<file path="src/rtl/nfc_evt_pkg.sv">
package nfc_evt_pkg;
  typedef enum logic {
    SEL_STATUS = 1'b0,
    SEL_CTRL   = 1'b1
  } reg_sel_e;
endpackage

</file>
<file path="src/rtl/nfc_rdy_sync.sv">
module nfc_rdy_sync #(
  parameter int STAGES = 2
) (
  input  logic clk,
  input  logic rst,
  input  logic pin_i,
  output logic sync_o
);
  logic [STAGES-1:0] chain_q;

  genvar s;
  generate
    for (s = 0; s < STAGES; s++) begin : g_stage
      if (s == 0) begin : g_first
        always_ff @(posedge clk) begin
          if (rst) chain_q[0] <= 1'b0;
          else     chain_q[0] <= pin_i;
        end
      end else begin : g_next
        always_ff @(posedge clk) begin
          if (rst) chain_q[s] <= 1'b0;
          else     chain_q[s] <= chain_q[s-1];
        end
      end
    end
  endgenerate

  assign sync_o = chain_q[STAGES-1];
endmodule

</file>
<file path="src/rtl/nfc_sticky_bank.sv">
module nfc_sticky_bank #(
  parameter int N = 11
) (
  input  logic         clk,
  input  logic         rst,
  input  logic [N-1:0] set_i,
  input  logic [N-1:0] clr_i,
  output logic [N-1:0] q_o
);
  genvar b;
  generate
    for (b = 0; b < N; b++) begin : g_bit
      // set has priority over a simultaneous clear
      always_ff @(posedge clk) begin
        if (rst)           q_o[b] <= 1'b0;
        else if (set_i[b]) q_o[b] <= 1'b1;
        else if (clr_i[b]) q_o[b] <= 1'b0;
      end
    end
  endgenerate
endmodule

</file>
<file path="src/rtl/nfc_irq_gen.sv">
module nfc_irq_gen #(
  parameter int N = 11
) (
  input  logic         clk,
  input  logic         rst,
  input  logic [N-1:0] status_i,
  input  logic [N-1:0] mask_i,
  output logic         irq_o
);
  logic pending;
  assign pending = |(status_i & ~mask_i);

  always_ff @(posedge clk) begin
    if (rst) irq_o <= 1'b0;
    else     irq_o <= pending;
  end
endmodule

</file>
<file path="src/rtl/nfc_evt_regs.sv">
module nfc_evt_regs
  import nfc_evt_pkg::*;
#(
  parameter int EVT_W = 12,
  parameter int DW    = 32
) (
  input  logic             clk,
  input  logic             rst,
  input  logic [EVT_W-2:0] evt_set,
  input  logic             rdy_pin,
  input  logic             wr_en,
  input  logic             wr_sel,
  input  logic [DW-1:0]    wr_data,
  input  logic             rd_sel,
  output logic [DW-1:0]    rd_data,
  output logic             irq_o
);
  localparam int NEV = EVT_W - 1;

  logic [NEV-1:0]   sticky_q;
  logic [NEV-1:0]   clr_vec;
  logic [EVT_W-1:0] mask_q;
  logic             rdy_s;
  logic [EVT_W-1:0] status_word;
  logic             wr_status;
  logic             wr_ctrl;

  assign wr_status = wr_en && (reg_sel_e'(wr_sel) == SEL_STATUS);
  assign wr_ctrl   = wr_en && (reg_sel_e'(wr_sel) == SEL_CTRL);
  assign clr_vec   = wr_status ? wr_data[NEV-1:0] : '0;

  nfc_rdy_sync #(.STAGES(2)) u_sync (
    .clk    (clk),
    .rst    (rst),
    .pin_i  (rdy_pin),
    .sync_o (rdy_s)
  );

  nfc_sticky_bank #(.N(NEV)) u_bank (
    .clk   (clk),
    .rst   (rst),
    .set_i (evt_set),
    .clr_i (clr_vec),
    .q_o   (sticky_q)
  );

  always_ff @(posedge clk) begin
    if (rst)          mask_q <= '1;
    else if (wr_ctrl) mask_q <= wr_data[EVT_W-1:0];
  end

  nfc_irq_gen #(.N(NEV)) u_irq (
    .clk      (clk),
    .rst      (rst),
    .status_i (sticky_q),
    .mask_i   (mask_q[NEV-1:0]),
    .irq_o    (irq_o)
  );

  assign status_word = {rdy_s, sticky_q};

  always_ff @(posedge clk) begin
    if (rst) begin
      rd_data <= '0;
    end else begin
      rd_data <= '0;
      if (reg_sel_e'(rd_sel) == SEL_CTRL) rd_data[EVT_W-1:0] <= mask_q;
      else                                rd_data[EVT_W-1:0] <= status_word;
    end
  end
endmodule

</file>
<file path="config.mk">
export PLATFORM = sky130hd
export DESIGN_NAME = nfc_evt_regs
export DESIGN_NICKNAME = d
export VERILOG_FILES = /design/src/rtl/nfc_evt_pkg.sv /design/src/rtl/nfc_rdy_sync.sv /design/src/rtl/nfc_sticky_bank.sv /design/src/rtl/nfc_irq_gen.sv /design/src/rtl/nfc_evt_regs.sv
export SDC_FILE = /design/constraint.sdc
export NUM_CORES = 1
export LEC_CHECK = 0
export ABC_CLOCK_PERIOD_IN_PS = 2200
export BUFFER_PORTS_ARGS = -buffer_cell sky130_fd_sc_hd__clkbuf_2
export CAP_MARGIN = 20
export CORE_MARGIN = 2
export CORE_UTILIZATION = 48
export DETAILED_ROUTE_END_ITERATION = 8
export GPL_ROUTABILITY_DRIVEN = 0
export GPL_TIMING_DRIVEN = 0
export PLACE_DENSITY_LB_ADDON = 0.12
export RECOVER_POWER = 25
export SYNTH_ARGS = -nofsm -noshare
export SYNTH_HDL_FRONTEND = slang
export SYNTH_SLANG_ARGS = --single-unit
export TNS_END_PERCENT = 30
</file>
<file path="constraint.sdc">
create_clock -name clk -period 2.2 [get_ports clk]
set_clock_uncertainty 0.15 [all_clocks]
set_input_delay 0.44 -clock clk [delete_from_list [all_inputs] [get_ports clk]]
set_output_delay 0.44 -clock clk [all_outputs]
set_load 0.01 [all_outputs]
</file>
* After elaboration in Yosys (flattened, before gate mapping)
Cells that the tools add are included.
** Operators by class
- Mux-type cells :: 24
- Reductions and logical operators :: 14
- Bitwise logic cells :: 3
** Operators by type and width (number)
- 1-bit 2-to-1 mux :: 22
- 2-bit nonzero test :: 11
- 12-bit 2-to-1 mux :: 1
- 11-bit AND :: 1
- 11-bit 2-to-1 mux :: 1
- 11-bit inverter :: 1
- 11-bit OR reduction :: 1
- 1-bit logical AND :: 2
- 1-bit inverter :: 1
** Storage, ports and cells
- Flip-flop bits (word level) :: 58
- Output and inout port bits :: 33
- Bits of input ports :: 49
- Word-level logic and storage cells :: 58

* Depth between registers and ports, before layout
Gate-level depths: netlist (run 1).
- Depth after elaboration :: 5
- Depth in mapped cells :: 4
- Gate-level depth less buffers :: 3

* Hierarchy
Synthesis (run 1) repeated with hierarchy kept, for this count alone.
** Unflattened totals
- Cell total of the unflattened synthesis :: 180
- Area, all modules :: 1705.4 um^2
** Modules (own cells, without submodules)
- nfc_evt_regs :: times used 1, area each 1108.6 um^2, cells an instance 113, seq. area each 480.5 um^2
- nfc_sticky_bank :: times used 1, area each 434.2 um^2, cells an instance 45, seq. area each 220.2 um^2
- nfc_irq_gen :: times used 1, area each 110.1 um^2, cells an instance 18, seq. area each 20.0 um^2
- nfc_rdy_sync :: times used 1, area each 52.6 um^2, cells an instance 4, seq. area each 40.0 um^2

* Worst setup path after synthesis (run 1)
OpenSTA, ideal clock, no wires.
- Path kind :: input to register
- From :: in wr_en
- To :: reg mask_q[2]
- Cell stages on the path :: 3
- Setup time :: 120 ps
- Arrival time :: 986 ps
- Buffers on the path :: 1
- Path slack :: 944 ps
- Data required time :: 1930 ps
- Cells stage by stage :: buf_2 -> and3_1 -> a211o_1
** On the way
- Longest elaborated chain between the ends :: 1
** RTL lines
- from (decl) :: RTL line nfc_evt_regs.sv:11 : input logic wr_en,
- 1-bit logical AND :: RTL line nfc_evt_regs.sv:29 : assign wr_ctrl = wr_en && (reg_sel_e'(wr_sel) == SEL_CTRL);
- to (signal assigned) :: RTL line nfc_evt_regs.sv:49 : else if (wr_ctrl) mask_q <= wr_data[EVT_W-1:0];
- to (decl) :: RTL line nfc_evt_regs.sv:22 : logic [EVT_W-1:0] mask_q;
Every way passes these cells.
A chain may end at the register's enable or synchronous reset.

* Final worst setup path (run 1)
- From :: in rd_sel
- To :: reg rd_data[1]
** On the way
- Longest elaborated chain between the ends :: 1
** RTL lines
- from (decl) :: RTL line nfc_evt_regs.sv:14 : input logic rd_sel,
- 12-bit 2-to-1 mux :: RTL line nfc_evt_regs.sv:67 : if (reg_sel_e'(rd_sel) == SEL_CTRL) rd_data[EVT_W-1:0] <= mask_q;
- to (signal, indexed assignment) :: RTL line nfc_evt_regs.sv:67
- to (signal, indexed assignment) :: RTL line nfc_evt_regs.sv:68 : else rd_data[EVT_W-1:0] <= status_word;
- to (decl) :: RTL line nfc_evt_regs.sv:15 : output logic [DW-1:0] rd_data,
Every way passes these cells.

==> results.md, run 1 <==
- Status: finished, final reports clean
- Ports: roughly 80
- Routed wl met3: around 230 um
- Largest net degree at the start of global routing: 13
- # Max-Cap Violations: 0
- GR Overflow Total: 0
- Initial Util: 51.4%
- Final WL: ~3.4 mm
- Resized cells post-CTS: 0
- Final hold vios: 0
- Fraction of layout instances using a drive strength above 1: 29.4%
- Synth top area share: around 48%
- Core Area: about 0.0031 mm^2
- ANT nets after route: 0
- TritonCTS clock tree: done
- Critical Path Source: rd_sel
- CP Capture Point: rd_data[1]
- Bufs on Longest Clock Path: 2
- TNS Setup: 0 ps
- Synth Register Bits: 38
- Slew at the pin with the worst max-slew slack: around 800 ps
- Synth area leader: dfxtp_1
- Dominant synthesized flop cell: dfxtp_1
- DRC: 0
- Cells after Synth: 168
- Worst Path Max Fanout: 10
- WL/cell: approximately 12 um
- Die width: 61.6 um
- Distinct cells, synth: 17
- # Post-CTS Setup Buffers: 0
- Pwr Total: ~1500 uW
- Via/cell ratio: approximately 4.8
- Worst R2R End: u_irq.irq_o
- Final Net Count: ~280
- Met1 Wirelength: between 1.5 and 2 mm
- Avg Inst Size Synth: 9.49 um^2
- Detailed placement HPWL: 2.44 mm
- Clk Latency, worst-skew pair: around 350 ps
- Final setup fails: 0
- Post-synth EDFFs: 0
- Die span in y: ~62 um
- Synth Warn #: 0
- Initial antenna violation count: 0
- Seq/Total Area, Yosys: 47.7%
- Worst r2r src: u_bank.q_o[2]
- Most common cell in the synthesized netlist: dfxtp_1
- Period Utilization, post-route: just under 70%
- Max VDD drop: ~0.43 mV
- CTS H-tree lvls: 2
- Worst min path class: input pin to flop
- First drt pass iteration count: 4
- Rows: 20
- Share of synthesized flip-flops with an asynchronous set or reset: 0%
- Cell Pwr Density: between 700 and 800 mW/mm^2
- Die ar.: 0.00380 mm^2
- Critical path capture point type: flop
- Minimum clock period: ~1500 ps
- Lkg Pwr: about 0.0010 uW
- Num CTS Buffers: 5
- Crit start category: input pin
- RSZ-0062 raised after global routing: false
- Top post-synthesis cells by area: dfxtp_1 (48%), buf_4 (9.9%), mux2i_1 (7.5%)
- Top post-synthesis cells by count: dfxtp_1 (38), nor2_1 (23), buf_4 (21)
- Post-CTS Hold Buffers: 0
- Clk sinks: 38
- First-pass GRT wire length: 5.16 mm
- Top routing layer in use: met4
- Port Buffer Count: 40
- Crit path arrival time: 1580 ps
- Max-slew headroom: a little under half
- CTS clk-pin slew, worst paths: between 100 and 150 ps
- Final Max Tran Viols: 0
- Iteration-0 DRC Markers: 79
- Req. time, crit path: roughly 2300 ps
- Gr usage total: between 10% and 20%
- Reg2Reg Depth: 3
- Critical path type: input pin to flop
- Vias post-DR: ~1300
- Area Overhead vs Synth: 24.7%
- Mapped Area: 0.00159 mm^2
- Clock Tree Root: clkbuf_4
- Vias in the first global route: between 1000 and 1500
- ANT cells: 0
- R2r setup slk: slightly below 900 ps
- Met2 WL: about 1.6 mm
- FMAX: 667 MHz
where the power goes:
group	switching [uW]	internal [uW]	total [uW]
clock network	236	235	471
logic	108	106	214
registers	27.2	739	767
total	371	1080	1450
worst max-delay path, stage by stage:
cell      delay, ps
clkbuf_1        160
clkbuf_1        630
mux2i_1         280
nor2_1           60
kinds of logic after synthesis:
group	Yosys count	synth area share, %
DFF	38	47.7
AOI/OAI and AO/OA	27	12.2
and+or+nand+nor	55	18.7
buffers and inverters	35	13.7
other	1	0.235
muxes	12	7.54
placed cells by master, fill, tap and decap left out:
| cell | count |
|---|---|
| clkinv_2 | 2 |
| nand2_1 | 1 |
| nor2b_1 | 8 |
| bufinv_16 | 1 |
| a31oi_1 | 1 |
| dfxtp_1 | 38 |
| a21oi_1 | 11 |
| a211o_1 | 12 |
| clkbuf_4 | 5 |
| buf_4 | 20 |
| and3_1 | 12 |
| a222oi_1 | 1 |
| nor2_1 | 23 |
| mux2i_1 | 12 |
| conb_1 | 20 |
| buf_2 | 3 |
| clkbuf_2 | 38 |
| clkbuf_1 | 9 |
| inv_1 | 5 |
| nand3b_1 | 11 |
| a2111oi_0 | 2 |
sequential cells by signal, indices dropped and copies added, names as in the netlist:
signal	count
mask_q	12
rd_data	12
u_bank.q_o	11
u_irq.irq_o	1
u_sync.chain_q	1
u_sync.sync_o	1
final cells by class:
| type | instances | area [um^2] |
|---|---|---|
| plain buffers | 30 | 191 |
| clock buffers | 5 | 37.5 |
| clock inverters | 3 | 40.0 |
| fillers | 293 | 1110 |
| inverters | 5 | 18.8 |
| multi-input cells | 114 | 687 |
| flip-flops and latches | 38 | 761 |
| well taps | 44 | 55.1 |
| repair buffers | 40 | 198 |
metal layers:
layer	GRT usage, %	up-vias
li1	-	670
met2	31.7	43
met1	23.3	610
met4	6.38	0
met3	6.30	4
met5	0	-
worst min-delay path by stage:
stage,start,endpoint,slack (ps),depth (start not counted)
floorplan,u_sync.chain_q[0],u_sync.sync_o,260,1
finish,evt_set[9],u_bank.q_o[9],140,3
CTS,evt_set[9],u_bank.q_o[9],130,3
global route,evt_set[9],u_bank.q_o[9],120,3
global placement,u_sync.chain_q[0],u_sync.sync_o,270,1
detailed placement,u_sync.chain_q[0],u_sync.sync_o,280,1
metrics by stage:
| step | hold slack, ps | instance area (um^2) | instances | util, % | setup WS, ps |
|---|---|---|---|---|---|
| 5_1_grt | 123 | 1990 | 279 | 64.1 | 654 |
| 4_1_cts | 128 | 2000 | 279 | 64.4 | 788 |
| 3_5_place_dp | 279 | 1920 | 271 | 61.9 | 691 |
| 3_3_place_gp | 275 | 1920 | 271 | 61.9 | 722 |
| 2_1_floorplan | 264 | 1670 | 187 | - | 944 |
| 6_report | 135 | 1990 | 279 | 64.1 | 701 |
(Power assumes the default switching activity.)
==> run 2, diff against run 1 <==
--- a/config.mk
+++ b/config.mk
@@ -5,11 +5,11 @@
 export SDC_FILE = /design/constraint.sdc
 export NUM_CORES = 1
 export LEC_CHECK = 0
-export ABC_CLOCK_PERIOD_IN_PS = 2200
+export ABC_CLOCK_PERIOD_IN_PS = 1200
 export BUFFER_PORTS_ARGS = -buffer_cell sky130_fd_sc_hd__clkbuf_2
 export CAP_MARGIN = 20
 export CORE_MARGIN = 2
-export CORE_UTILIZATION = 48
+export CORE_UTILIZATION = 40
 export DETAILED_ROUTE_END_ITERATION = 8
 export GPL_ROUTABILITY_DRIVEN = 0
 export GPL_TIMING_DRIVEN = 0
==> constraint.sdc (replaced) <==
create_clock -name clk -period 1.2 [get_ports clk]
set_clock_uncertainty 0.15 [all_clocks]
set_input_delay 0.24 -clock clk [delete_from_list [all_inputs] [get_ports clk]]
set_output_delay 0.24 -clock clk [all_outputs]
set_load 0.01 [all_outputs]
==> results.md, run 2 (same netlist as run 1, synthesis figures left out) <==
- Worst Path Max Fanout: 2 (was 10)
- Worst min path class: input pin to flop (unchanged)
- Gate power share: 15.9% (was 14.7%)
- Most frequent cells in the layout: clkbuf_2 (40), dfxtp_1 (30), nor2_1 (23) (was clkbuf_2 (38), dfxtp_1 (38), nor2_1 (23))
- Crit start category: flop (was input pin)
- Status: finished, final reports clean (unchanged)
- Detailed placement HPWL: 2.42 mm (was 2.44 mm)
- ANT cells: 0 (unchanged)
- RSZ-0062 raised after global routing: true (was false)
- GR Overflow Total: 0 (unchanged)
- Largest registers: mask_q x12, rd_data x12, u_bank.q_o x11 (unchanged)
- Port Buffer Count: 40 (unchanged)
- Crit path arrival time: 1180 ps (was 1580 ps)
- Setup ws final: 27.1 ps (was 701 ps)
- Ports: 82 (unchanged)
- Final WL: 3.47 mm (was 3.39 mm)
- Multi-input gate area: 747 um^2 (was 687 um^2)
- Minimum clock period: 1170 ps
- Critical path buffers and inverters: 0 (was 2)
- Initial Util: 42.6% (was 51.4%)
- Register area: 771 um^2 (was 761 um^2)
- Clock Tree Root: clkbuf_8 (was clkbuf_4)
- Most common cell after layout, fill and taps aside: clkbuf_2
- Via/cell ratio: 4.57 (was 4.76)
- Internal power: 2050 uW (was 1080 uW)
- FMAX: 853 MHz
- Fraction of layout instances using a drive strength above 1: 36.1% (was 29.4%)
- Final hold vios: 0 (unchanged)
- Max VDD drop: 0.907 mV (was 0.426 mV)
- FILL cells: 369 (was 293)
- Bufs on Longest Clock Path: 2 (unchanged)
- Req. time, crit path: 1200 ps (was 2280 ps)
- Delay-heaviest family, CP: compound AO/OA/AOI/OAI gates (was buffers and inverters)
- CTS H-tree lvls: 2 (unchanged)
- Die span in y: 67.1 um (was 61.6 um)
- Critical path capture point type: flop (unchanged)
- Area Overhead vs Synth: 34.1% (was 24.7%)
- Cell Pwr Density: 1280 mW/mm^2 (was 730 mW/mm^2)
- Clk sinks: 38 (unchanged)
- Sw Ratio: 25.2% (was 25.5%)
- Hold path cells: 3 (unchanged)
- CP max stage delay: 320 ps (was 630 ps)
- Switching power: 691 uW (was 371 uW)
- Largest net degree at the start of global routing: 12 (was 13)
- Clock Power Share: 32.6% (was 32.4%)
- Lkg Pwr: 0.00110 uW (was 0.00104 uW)
- First-pass GRT wire length: 5.75 mm (was 5.16 mm)
- WL/cell: 12.0 um (was 12.2 um)
- Iteration-0 DRC Markers: 34 (was 79)
- CP cell instances: nor2b_4 > a2111oi_4 > a31oi_1 (was clkbuf_1 > clkbuf_1 > mux2i_1 > nor2_1)
- Die width: 67.1 um (was 61.6 um)
- First drt pass iteration count: 4 (unchanged)
- Placed cells: 275 (was 271)
- Flop pwr share: 51.6% (was 52.8%)
- Period Utilization, post-route: between 90% and 100%
- DP Area: 0.00193 mm^2 (was 0.00192 mm^2)
- Final Max Tran Viols: 0 (unchanged)
- Num CTS Buffers: 5 (unchanged)
- Clk Latency, worst-skew pair: 290 ps (was 350 ps)
- Gr usage total: 17.7% (was 19.1%)
- Critical path type: flop to flop (was input pin to flop)
- Die ar.: 0.00451 mm^2 (was 0.00380 mm^2)
- Vias in the first global route: 1284 (was 1179)
- Cell count along the critical path: 3 (was 4)
- Final instance area: 0.00214 mm^2 (was 0.00199 mm^2)
- Final Net Count: 289 (was 283)
- # Max-Cap Violations: 0 (unchanged)
- DRC: 0 (unchanged)
- Pre-CTS WS: -167 ps (was 691 ps)
- CTS clk-pin slew, worst paths: 70 ps (was 120 ps)
- Vias post-DR: 1321 (was 1327)
- Reg2Reg Depth: 3 (unchanged)
- Initial antenna violation count: 0 (unchanged)
- Final setup fails: 0 (unchanged)
- Core Area: 0.00374 mm^2 (was 0.00310 mm^2)
- Rows: 22 (was 20)
- TritonCTS clock tree: done (unchanged)
- Slowest CP cell: dfxtp_2 (was clkbuf_1)
- Non-Filler Instances: 289 (was 279)
- ANT nets after route: 0 (unchanged)
-- run 2: changes by cell type in the layout (fill, tap and decap cells not counted), sizes merged --
cell         change
buf              +4
dlygate4sd3      +4
bufinv           -1
clkinv           -1
-- run 2: layout make-up --
cell class	count	area share, %
clock inverters	1	0.234
inverters	5	0.878
clock buffers	7	4.04
well taps	48	2.81
flip-flops and latches	38	36.1
multi-input cells	114	35.0
plain buffers	30	9.13
repair buffers	46	11.9
-- run 2: metal layers --
metal	global-route usage [%]	routed length [um]	share of wire, %	up-vias
li1	-	-	-	681
met1	21.0	1640	47	597
met2	28.6	1600	46	39
met3	5.91	178	5.1	4
met4	8.67	51	1.5	0
met5	0	0	0	-
-- run 2: path summary, 6_finish.rpt --
check	endpoint	slack (ps)	startpoint
setup reg to reg	u_irq.irq_o	30	u_bank.q_o[7]
hold reg to reg	u_sync.sync_o	290	u_sync.chain_q[0]
setup / recovery	u_irq.irq_o	30	u_bank.q_o[7]
hold / removal	u_bank.q_o[2]	10	evt_set[2]
-- run 2: power groups by stage --
stage | Sequential [uW] | Clock (uW) | Combinational (uW)
5_1_grt | 1420 | 985 | 484
6_report | 1410 | 892 | 434
3_3_place_gp | 1430 | 0 | 393
3_5_place_dp | 1430 | 0 | 395
4_1_cts | 1410 | 920 | 435
2_1_floorplan | 1440 | 0 | 247
-- run 2: worst reg2reg max path, cell delays in order, from the launching register on --
cell       delay [ps]
dfxtp_2           320
nor2b_4           130
a2111oi_4         310
a31oi_1           130
-- run 2: metrics by stage --
step,utilization (%),TNS [ps],hold slack (ps),power [uW]
2_1_floorplan,-,0,207,1690
3_3_place_gp,51.4,-1880,273,1820
3_5_place_dp,51.4,-1730,278,1830
4_1_cts,56.9,0,2.61,2770
5_1_grt,57.1,-18.0,14.6,2890
6_report,57.1,0,9.93,2740
-- run 2: timing repair --
action                                 CTS  global route
endpoints found under the hold margin    4             0
resized for setup                       14             6
pin swaps                                3             2
hold buffers                             4             0
setup endpoints to repair                1             1
setup buffers                            2             0
==> run 3, diff against run 2 <==
--- a/config.mk
+++ b/config.mk
@@ -15,6 +15,7 @@
 export GPL_TIMING_DRIVEN = 0
 export PLACE_DENSITY_LB_ADDON = 0.12
 export RECOVER_POWER = 25
+export REMOVE_ABC_BUFFERS = 1
 export SYNTH_ARGS = -nofsm -noshare
 export SYNTH_HDL_FRONTEND = slang
 export SYNTH_SLANG_ARGS = --single-unit
==> results.md, run 3 (same netlist as run 1, synthesis figures left out) <==
- Status: finished, final reports clean (unchanged)
- Req. time, crit path: 1190 ps (was 1200 ps)
- First-pass GRT wire length: 5.20 mm (was 5.75 mm)
- RSZ-0062 raised after global routing: true (unchanged)
- Worst min path class: input pin to flop (unchanged)
- Most frequent cells in the layout: clkbuf_2 (39), dfxtp_1 (30), nor2_1 (23) (was clkbuf_2 (40), dfxtp_1 (30), nor2_1 (23))
- Clock Tree Root: clkbuf_8 (unchanged)
- Rows: 22 (unchanged)
- Area Overhead vs Synth: 19.4% (was 34.1%)
- GR Overflow Total: 0 (unchanged)
- FMAX: 841 MHz (was 853 MHz)
- Die span in y: 67.1 um (unchanged)
- CTS clk-pin slew, worst paths: 70 ps (about the same)
- Initial antenna violation count: 0 (unchanged)
- Vias in the first global route: 1157 (was 1284)
- Iteration-0 DRC Markers: 81 (was 34)
- Most common cell after layout, fill and taps aside: clkbuf_2 (unchanged)
- CTS H-tree lvls: 2 (unchanged)
- Die width: 67.1 um (unchanged)
- Port Buffer Count: 41 (was 40)
- Initial Util: 42.6% (unchanged)
- Final Max Tran Viols: 0 (unchanged)
- Post-CTS Hold Buffers: 0 (was 4)
- Final Net Count: 256 (was 289)
- Fraction of layout instances using a drive strength above 1: 30.0% (was 36.1%)
- Vias post-DR: 1240 (was 1321)
- Max VDD drop: 0.786 mV (was 0.907 mV)
- Detailed placement HPWL: 2.08 mm (was 2.42 mm)
- Gr usage total: 15.9% (was 17.7%)
- Final setup fails: 0 (unchanged)
- Max-slew headroom: a little over 50%
- Largest registers: mask_q x12, rd_data x12, u_bank.q_o x11 (unchanged)
- Minimum clock period: 1190 ps (was 1170 ps)
- Num CTS Buffers: 5 (unchanged)
- Critical path capture point type: flop (unchanged)
- DRC: 0 (unchanged)
- Largest net degree at the start of global routing: 39 (was 12)
- First drt pass iteration count: 4 (unchanged)
- R2r setup slk: 10 ps (was 30 ps)
- Non-Filler Instances: 255 (was 289)
- WL/cell: 12.8 um (was 12.0 um)
- Final hold vios: 0 (unchanged)
- Ports: 82 (unchanged)
- # Max-Cap Violations: 0 (unchanged)
- TritonCTS clock tree: done (unchanged)
- Final WL: 3.26 mm (was 3.47 mm)
- Via/cell ratio: 4.86 (was 4.57)
- Crit start category: flop (unchanged)
- Bufs on Longest Clock Path: 2 (unchanged)
- Cell Pwr Density: 1350 mW/mm^2 (was 1280 mW/mm^2)
- Worst Path Max Fanout: 3 (was 2)
- Clk Latency, worst-skew pair: 280 ps (was 290 ps)
- Crit path arrival time: 1170 ps (was 1180 ps)
- ANT cells: 0 (unchanged)
- Core Area: 0.00374 mm^2 (unchanged)
- Clk sinks: 38 (unchanged)
- TNS Setup: 0 ps (unchanged)
- Critical path type: flop to flop (unchanged)
- Die ar.: 0.00451 mm^2 (unchanged)
- ANT nets after route: 0 (unchanged)
- Period Utilization, post-route: 99.1% (was 97.7%)
- Lkg Pwr: 0.000947 uW (was 0.00110 uW)
- Placed cells: 246 (was 275)
- Slew at the pin with the worst max-slew slack: between 700 and 800 ps
-- run 3: path summary, 6_finish.rpt --
check                    startpoint       endpoint  cells past startpoint
setup / recovery      u_bank.q_o[2]    u_irq.irq_o                      3
hold / removal           evt_set[5]  u_bank.q_o[5]                      3
setup reg to reg      u_bank.q_o[2]    u_irq.irq_o                      3
hold reg to reg   u_sync.chain_q[0]  u_sync.sync_o                      1
-- run 3: timing repair --
| action | in CTS | in global routing |
|---|---|---|
| gates resized for setup | 18 | 6 |
| buffers inserted | 2 | 0 |
| pin swaps | 3 | 2 |
| endpoints found under the setup margin | 13 | 6 |
| cloned | 0 | 0 |
-- run 3: area by class of cell --
cell class,instances,area (um^2)
Clock buffer,7,76.3
Fill cell,390,1840
Tap cell,48,60.1
Inverter,5,18.8
Multi-Input combinational cell,114,754
Timing Repair Buffer,43,223
Sequential cell,38,771
-- run 3: per-layer routing --
metal,vias to the layer above,part of all wire [%],track usage [%]
met5,-,0,0
met1,585,42,17.5
met4,0,0.55,6.12
met3,2,6.9,4.56
li1,610,-,-
met2,43,51,28.6
-- run 3: power breakdown --
group | switching [uW] | total (uW) | internal (uW) | leakage, uW
combinational | 196 | 366 | 170 | 0.000593
sequential | 54.3 | 1410 | 1360 | 0.000316
clock | 393 | 792 | 399 | 0.0000383
-- run 3: critical path, cell delays in order, from the launching register on --
cell and delay [ps]:
dfxtp_2 320, nor2b_4 130, a2111oi_4 320, a31oi_1 120
-- run 3: metrics by stage --
stage,hold WS [ps],setup WS (ps),power (uW),area [um^2],util (%)
finish,18.3,10.6,2570,1900,50.8
global route,19.5,-47.2,2710,1900,50.8
CTS,13.7,7.73,2600,1890,50.5
detailed placement,285,-541,1770,1730,46.3
global placement,269,-513,1750,1730,46.3
floorplan,159,47.7,1600,1470,-
